--- src/rtl/intc_pkg.sv ---
package intc_pkg;
  localparam int N_PATHS    = 2;
  localparam int PATH_NORM  = 0;
  localparam int PATH_FAST  = 1;
  localparam int WD_NSTAT   = 0;
  localparam int WD_NRAW    = 1;
  localparam int WD_NEN_SET = 2;
  localparam int WD_NEN_CLR = 3;
  localparam int WD_SW_SET  = 4;
  localparam int WD_SW_CLR  = 5;
  localparam int WD_FSTAT   = 8;
  localparam int WD_FRAW    = 9;
  localparam int WD_FEN_SET = 10;
  localparam int WD_FEN_CLR = 11;
endpackage

--- src/rtl/intc_mask_reg.sv ---
module intc_mask_reg #(
  parameter int W = 32
) (
  input  logic         clk,
  input  logic         rst_n,
  input  logic [W-1:0] set_vec,
  input  logic [W-1:0] clr_vec,
  output logic [W-1:0] mask_q,
  output logic [W-1:0] mask_n
);
  // clear takes priority over set for the same bit
  always_comb mask_n = (mask_q | set_vec) & ~clr_vec;

  always_ff @(posedge clk or negedge rst_n) begin
    if (!rst_n) mask_q <= '0;
    else        mask_q <= mask_n;
  end


  mask_clr_chk: assert property (@(posedge clk) disable iff (!rst_n)
    (clr_vec != '0) |=> ((mask_q & $past(clr_vec)) == '0));


  mask_set_chk: assert property (@(posedge clk) disable iff (!rst_n)
    (clr_vec == '0) |=> ((mask_q & $past(set_vec)) == $past(set_vec)));
endmodule

--- src/rtl/intc_decode.sv ---
module intc_decode
  import intc_pkg::*;
#(
  parameter int W      = 32,
  parameter int ADDR_W = 4
) (
  input  logic              clk,
  input  logic              rst_n,
  input  logic [ADDR_W-1:0] addr,
  input  logic              wr,
  input  logic              rd,
  input  logic [W-1:0]      wdata,
  input  logic [W-1:0]      level,
  input  logic [W-1:0]      mask_norm,
  input  logic [W-1:0]      mask_fast,
  output logic [W-1:0]      set_norm,
  output logic [W-1:0]      clr_norm,
  output logic [W-1:0]      set_fast,
  output logic [W-1:0]      clr_fast,
  output logic              sw_set,
  output logic              sw_clr,
  output logic [W-1:0]      rdata
);
  logic [31:0] word;
  always_comb word = 32'(addr);

  always_comb begin
    set_norm = '0;
    clr_norm = '0;
    set_fast = '0;
    clr_fast = '0;
    sw_set   = 1'b0;
    sw_clr   = 1'b0;
    if (wr) begin
      case (word)
        WD_NEN_SET: set_norm = wdata;
        WD_NEN_CLR: clr_norm = wdata;
        WD_FEN_SET: set_fast = wdata;
        WD_FEN_CLR: clr_fast = wdata;
        WD_SW_SET:  sw_set   = wdata[0];
        WD_SW_CLR:  sw_clr   = wdata[0];
        default:    ;
      endcase
    end
  end

  always_comb begin
    rdata = '0;
    if (rd) begin
      case (word)
        WD_NSTAT:   rdata = level & mask_norm;
        WD_NRAW:    rdata = level;
        WD_NEN_SET: rdata = mask_norm;
        WD_SW_SET:  rdata = {{(W-1){1'b0}}, level[0]};
        WD_FSTAT:   rdata = level & mask_fast;
        WD_FRAW:    rdata = level;
        WD_FEN_SET: rdata = mask_fast;
        default:    rdata = '0;
      endcase
    end
  end


  clr_word_read_zero_chk: assert property (@(posedge clk) disable iff (!rst_n)
    (rd && (word == WD_NEN_CLR || word == WD_SW_CLR || word == WD_FEN_CLR))
      |-> (rdata == '0));
endmodule

--- src/rtl/intc_req_reg.sv ---
module intc_req_reg #(
  parameter int W = 32
) (
  input  logic         clk,
  input  logic         rst_n,
  input  logic [W-1:0] level_n,
  input  logic [W-1:0] mask_n,
  output logic         req_q
);
  always_ff @(posedge clk or negedge rst_n) begin
    if (!rst_n) req_q <= 1'b0;
    else        req_q <= |(level_n & mask_n);
  end
endmodule

--- src/rtl/dual_req_intc.sv ---
module dual_req_intc
  import intc_pkg::*;
#(
  parameter int N_LINES = 32,
  parameter int ADDR_W  = 4
) (
  input  logic               clk,
  input  logic               rst_n,
  input  logic [N_LINES-1:0] irq_lines,
  input  logic [ADDR_W-1:0]  bus_addr,
  input  logic               bus_wr,
  input  logic [N_LINES-1:0] bus_wdata,
  input  logic               bus_rd,
  output logic [N_LINES-1:0] bus_rdata,
  output logic               norm_req,
  output logic               fast_req
);
  localparam int W = N_LINES;

  logic [W-1:0] set_v  [N_PATHS];
  logic [W-1:0] clr_v  [N_PATHS];
  logic [W-1:0] mask_q [N_PATHS];
  logic [W-1:0] mask_n [N_PATHS];
  logic [N_PATHS-1:0] req_q;
  logic sw_set, sw_clr;
  logic soft_q, soft_n;
  logic [W-1:0] level_q, level_n;

  always_comb soft_n = (soft_q | sw_set) & ~sw_clr;

  always_ff @(posedge clk or negedge rst_n) begin
    if (!rst_n) soft_q <= 1'b0;
    else        soft_q <= soft_n;
  end

  if (W > 1) begin : g_lvl_wide
    always_comb level_q = {irq_lines[W-1:1], irq_lines[0] | soft_q};
    always_comb level_n = {irq_lines[W-1:1], irq_lines[0] | soft_n};
  end else begin : g_lvl_one
    always_comb level_q = irq_lines | soft_q;
    always_comb level_n = irq_lines | soft_n;
  end

  intc_decode #(.W(W), .ADDR_W(ADDR_W)) u_dec (
    .clk(clk), .rst_n(rst_n),
    .addr(bus_addr), .wr(bus_wr), .rd(bus_rd), .wdata(bus_wdata),
    .level(level_q),
    .mask_norm(mask_q[PATH_NORM]), .mask_fast(mask_q[PATH_FAST]),
    .set_norm(set_v[PATH_NORM]), .clr_norm(clr_v[PATH_NORM]),
    .set_fast(set_v[PATH_FAST]), .clr_fast(clr_v[PATH_FAST]),
    .sw_set(sw_set), .sw_clr(sw_clr),
    .rdata(bus_rdata)
  );

  for (genvar p = 0; p < N_PATHS; p++) begin : g_path
    intc_mask_reg #(.W(W)) u_mask (
      .clk(clk), .rst_n(rst_n),
      .set_vec(set_v[p]), .clr_vec(clr_v[p]),
      .mask_q(mask_q[p]), .mask_n(mask_n[p])
    );
    intc_req_reg #(.W(W)) u_req (
      .clk(clk), .rst_n(rst_n),
      .level_n(level_n), .mask_n(mask_n[p]),
      .req_q(req_q[p])
    );
  end

  always_comb norm_req = req_q[PATH_NORM];
  always_comb fast_req = req_q[PATH_FAST];


  norm_req_needs_mask_chk: assert property (@(posedge clk) disable iff (!rst_n)
    norm_req |-> (mask_q[PATH_NORM] != '0));


  fast_req_needs_mask_chk: assert property (@(posedge clk) disable iff (!rst_n)
    fast_req |-> (mask_q[PATH_FAST] != '0));


  ro_write_no_effect_chk: assert property (@(posedge clk) disable iff (!rst_n)
    (bus_wr && (32'(bus_addr) == WD_NSTAT || 32'(bus_addr) == WD_NRAW ||
                32'(bus_addr) == WD_FSTAT || 32'(bus_addr) == WD_FRAW))
      |=> ($stable(mask_q[PATH_NORM]) && $stable(mask_q[PATH_FAST]) && $stable(soft_q)));
endmodule

--- config.mk ---
export PLATFORM = sky130hd
export DESIGN_NAME = dual_req_intc
export DESIGN_NICKNAME = d
export VERILOG_FILES = /design/src/rtl/intc_pkg.sv /design/src/rtl/intc_mask_reg.sv /design/src/rtl/intc_decode.sv /design/src/rtl/intc_req_reg.sv /design/src/rtl/dual_req_intc.sv
export SDC_FILE = /design/constraint.sdc
export NUM_CORES = 1
export LEC_CHECK = 0
export ABC_AREA = 1
export CAP_MARGIN = 25
export CORE_MARGIN = 2
export CORE_UTILIZATION = 40
export CTS_CLUSTER_SIZE = 20
export DETAILED_ROUTE_END_ITERATION = 10
export PLACE_DENSITY = 0.73
export SLEW_MARGIN = 20
export SYNTH_ARGS = -nofsm -noshare
export SYNTH_HDL_FRONTEND = slang
export SYNTH_SLANG_ARGS = --single-unit
--- constraint.sdc ---
create_clock -name clk -period 1.4 [get_ports clk]
set_input_delay 0.14 -clock clk [delete_from_list [all_inputs] [get_ports clk]]
set_output_delay 0.14 -clock clk [all_outputs]
set_load 0.1 [all_outputs]
### After elaboration in Yosys (flattened, before gate mapping)

Index checks and enable logic that the tools add are counted.

* register bits: 67
* input bits: 72
* output and inout bits: 34
* logic and storage cells: 47

* equality and inequality tests: 9
* mux-type cells: 14
* bitwise logic cells: 15
* reduce and logical (&&, ||, !) cells: 4

Operators with widths (count)
* 32-bit 2-to-1 mux: 9
* 32-bit bitwise AND: 6
* 32-bit one-hot mux with 6 select lines: 1
* 32-bit inverter: 2
* 32-bit OR: 2
* 32-bit OR reduction: 2
* 32-bit zero test: 1
* 4-bit equality test, second input constant: 4
* 4-bit by 2-bit equality test with 1-bit output, second input constant: 2
* 4-bit by 3-bit equality test with 1-bit output, second input constant: 2
* 4-bit by 1-bit equality test with 1-bit output, second input constant: 1
* 1-bit 2-to-1 mux: 4
* 1-bit OR: 3
* 2-bit OR reduction: 1
* 1-bit bitwise AND: 1
* 1-bit inverter: 1

### Longest topological paths before layout

* depth after elaboration: 8
* depth in mapped cells: 13
* depth with buffers taken out: 11

### Cells and area by module

A second synthesis with hierarchy kept.

* cells, all modules: 972
* area, all modules: 5365.1 µm²

By module, submodules not included
* intc_decode: times used 1, cells an instance 645, area each 2705.1 µm², seq. area each 0.0 µm²
* intc_mask_reg: times used 2, cells an instance 96, area each 1041.0 µm², seq. area each 800.8 µm²
* intc_req_reg: times used 2, cells an instance 64, area each 261.5 µm², seq. area each 25.0 µm²
* dual_req_intc: times used 1, cells an instance 7, area each 55.1 µm², seq. area each 25.0 µm²

### Worst setup path before layout

Ideal clock, no wire load.

* kind: in2out
* start point: in bus_addr[0]
* end point: out bus_rdata[29]
* data arrival time: 2598 ps
* data required time: 1260 ps
* path slack: -1338 ps
* stages: 8
* buffers on the path: 3
* cells stage by stage: buf_2 nor2_1 buf_4 nand2_4 buf_6 nand2_1 nand2_1 a31oi_1

* word-level cells in the longest chain between the ends: 4
* elaborated cells on any way between the ends: 10
* classes of those cells: eq/ne: 6; mux: 2; reduce/logical: 2

RTL lines
* start, declared: line dual_req_intc.sv:10 `input logic [ADDR_W-1:0] bus_addr,`
* 4-bit by 1-bit equality test with 1-bit output or 4-bit equality test (tied branches): line intc_decode.sv:50 `case (word)`
* 2-bit OR reduction (no line)
* 32-bit one-hot mux with 6 select lines (*): line intc_decode.sv:50
* 32-bit 2-to-1 mux (*): line intc_decode.sv:49 `if (rd) begin`
* end, declared: line dual_req_intc.sv:14 `output logic [N_LINES-1:0] bus_rdata,`

Mark *: on every way between the ends. The rest lies on a longest branch, timed or not.

### Worst setup path after layout

* start point: reg g_path[0].u_mask.mask_q[28]
* end point: out bus_rdata[28]

* word-level cells in the longest chain between the ends: 3

RTL lines
* start, declared: line intc_mask_reg.sv:8 `output logic [W-1:0] mask_q,`
* start signal, assigned: line intc_mask_reg.sv:16 `else mask_q <= mask_n;`
* 32-bit bitwise AND: line intc_decode.sv:51 `WD_NSTAT: rdata = level & mask_norm;`
* 32-bit one-hot mux with 6 select lines (*): line intc_decode.sv:50
* 32-bit 2-to-1 mux (*): line intc_decode.sv:49

Marks and branches as above.

==> impl_metrics.csv <==
group,metric,value,unit
outcome,status,"complete, but fails checks",
outcome,violations,"setup timing",
sta,finClkSkew,0.0100,ns
detailed_routing,routed_wirelength,19.9,mm
power,seq_power_share,31.0,%
global_routing,grt_start_max_net_pins,68,
worst_setup_path,critPathKind,"flop to primary output",
cells_and_area,syn_to_final_growth,67.3,%
floorplan,rows,41,
floorplan,core_area,12700,sq um
yosys,synthCells,801,
placement,place.gp.congestion,0.899,
detailed_routing,first_pass_iters,5,
worst_setup_path,cp-end-kind,"primary output",
global_routing,track_usage,26.9,%
sta,drv_slew,0,
floorplan,dieArea,13900,sq um
worst_setup_path,cp_data_required_time,1.26,ns
sta,slew_headroom,73.2,%
detailed_routing,avgRoutedWirePerCell,17.2,um
hold_path,holdCritPathClass,"input pin to flop",
sta,period_share,123,%
global_routing,gr-total-overflow,0,
worst_setup_path,crit_slowest_cell,"dfrtp_1",
worst_setup_path,worstPathArrival,1.59,ns
sta,layout_min_cycle_time,1.73,ns
sta,tightestPinTransition,0.403,ns
job,cap_violations,0,
floorplan,die-width,118,um
sta,grt_setup_unrepaired,"yes",
power,clkPwrFrac,28.0,%
detailed_routing,drc,0,
yosys,synth_nets,873,
cts,clk_path_buf_depth,2,
power,combPwrFrac,41.0,%
sta,final.setup.worst_slack,-0.328,ns
detailed_routing,vias,6304,
power,swShare,36.4,%
cts,clock_latency,0.33,ns
cts,path_clk_slew,0.06,ns
global_routing,antenna_found_initial,0,
yosys,syn_avg_cell_area,6.49,sq um
worst_setup_path,path_max_fanout,2,
cells_and_area,n_antenna_cell,0,
power,totalPowerFinal,8340,uW
sta,whs,0.328,ns
global_routing,grt_pass1_vias,6059,
power,p_switching,3030,uW
global_routing,grt_pass1_wl,30.4,mm
placement,io_buffers,105,
floorplan,ios,106,
power,p_per_area,960,nW/um^2
detailed_routing,drt-initial-drc-count,680,
yosys,syn_area,5200,sq um
detailed_routing,viasPerCell,5.46,
cells_and_area,layout.nets,1049,
floorplan,start_util,41.0,%
power,p_leak,0.00392,uW
cells_and_area,drive_above_1_share,31.7,%
power,vdd_drop_max,0.000511,V
cts,root_buffer,"clkbuf_16",
detailed_routing,antenna_left,0,
cts,cts_made_buffers,9,
cts,cts_tree,"yes",
placement,dpl.cell_count,1105,
cts,cts_max_level,3,
cts,cts.sinks,67,
placement,hpwl,12.2,mm
worst_setup_path,cp_num_buf_inv,2,
sta,fmax,579,MHz
yosys,synth.distinct_cells,26,
floorplan,fp.dieH,118,um
yosys,ys_seq_area_share,32.3,%
worst_setup_path,critPathMaxStageDelay,0.40,ns
worst_setup_path,cp-start-kind,"flop",
yosys,yosysWarnings,0,
power,p_int,5310,uW
cells_and_area,final-instance-count-excl-fill,1154,
yosys,ys_ff_latch,67,
sta,final_hold_viol_count,0,
worst_setup_path,cp_top_family,"flip-flops",
sta,final-setup-viol-count,33,
worst_setup_path,path_cells,"a21oi_2 -> o21ai_1 -> nand3_1 -> o211ai_1 -> nand2_1 -> clkinvlp_4 -> buf_12",
==> power by group through the flow <==
stage | sequential (uW) | combinational [uW] | clock (uW)
global route | 2630 | 3690 | 2430
detailed placement | 2590 | 2790 | 0
floorplan | 2540 | 1810 | 0
finish | 2590 | 3420 | 2340
global placement | 2580 | 2760 | 0
CTS | 2550 | 3060 | 2340
==> Yosys cell counts, drive strengths merged <==
| master | count | area share [%] |
|---|---|---|
| nand2 | 204 | 15 |
| nand3 | 131 | 13 |
| inv | 126 | 9.1 |
| dfrtp | 67 | 32 |
| and2 | 62 | 7.5 |
| o21ai | 54 | 5.2 |
| nor2 | 34 | 2.6 |
| a21oi | 33 | 3.2 |
| buf | 29 | 3.9 |
| o221ai | 22 | 3.7 |
| o21bai | 13 | 2.2 |
| clkbuf | 12 | 0.87 |
| o211ai | 8 | 1.2 |
| a31oi | 2 | 0.24 |
| o22ai | 2 | 0.24 |
| nand4 | 1 | 0.12 |
| or2 | 1 | 0.12 |
==> worst register-to-register path: stages (launching register included) <==
cell and delay, ns:
dfrtp_1 0.38, buf_4 0.15, o21bai_4 0.16, nand3_1 0.08
nand2_1 0.06, nor2_1 0.09, nand2_1 0.08, nor2_1 0.13
nand2_1 0.06
==> cell usage in the layout (no fill, tap or decap), drive strengths merged, types with 22 or more instances in the layout <==
cell type / count
nor2: 34
o21ai: 54
clkdlybuf4s50: 64
clkinvlp: 31
nand3: 131
buf: 135
dfrtp: 67
nand2: 205
o221ai: 22
and2: 62
a21oi: 33
inv: 95
==> routing by layer <==
metal	wire length [um]	GRT usage, %	up-vias	share of wire, %
li1	-	-	2942	-
met1	8060	36.4	2963	41
met2	9590	42.7	349	48
met3	1780	5.57	50	9.0
met4	460	9.49	0	2.3
met5	0	0	-	0
==> flip-flops by register name (all words and copies together), names as in the netlist <==
signal,flops
g_path.u_mask.mask_q,64
g_path.u_req.req_q,2
soft_q,1
==> path summary, 6_finish.rpt <==
check                      slack (ns)                           to                        start  cells after the start
min reg2reg                      0.60   g_path[1].u_mask.mask_q[9]   g_path[1].u_mask.mask_q[9]                      3
max in group asynchronous        0.71  g_path[1].u_mask.mask_q[21]                        rst_n                      3
min in group asynchronous        0.35                       soft_q                        rst_n                      3
max reg2reg                      0.10        g_path[0].u_req.req_q   g_path[0].u_mask.mask_q[7]                      8
min                              0.33   g_path[0].u_mask.mask_q[0]                  bus_addr[3]                      5
max                             -0.33                bus_rdata[28]  g_path[0].u_mask.mask_q[28]                      7
==> layout make-up <==
cell class	count	area, sq um
inverters	126	608
multi-input cells	568	3360
fillers	985	3980
clock buffers	13	260
repair buffers	205	2530
well taps	172	215
flip-flops and latches	67	1680
clock inverters	3	46.3
==> repair_timing <==
| action | in CTS | in global routing |
|---|---|---|
| cloned | 7 | 1 |
| endpoints found under the hold margin | 67 | 0 |
| hold buffers | 1 | 0 |
| setup endpoints to repair | 40 | 34 |
| pin swaps | 57 | 77 |
| gates resized for setup | 85 | 129 |
| setup buffers | 19 | 6 |
==> per-stage QoR <==
stage / setup slack (ns) / util (%) / instance area [sq um] / setup TNS (ns)
after floorplan: -0.224 / - / 5400 / -4.99
after global placement: -0.650 / 58.2 / 7370 / -35.18
after detailed placement: -0.701 / 58.2 / 7370 / -36.46
after CTS: -0.281 / 64.7 / 8190 / -7.07
after global routing: -0.400 / 68.6 / 8690 / -10.31
final: -0.328 / 68.6 / 8690 / -7.06
==> cell families (layout without fill, tap and decap cells) <==
logic type / Yosys count / in the layout / share of synthesized area [%]
buffers and inverters: 167 / 347 / 13.8
and+or+nand+nor: 433 / 434 / 37.9
AOI/OAI and AO/OA: 134 / 134 / 16.0
DFF: 67 / 67 / 32.3
Note: power is estimated with default switching activity, not from simulation.
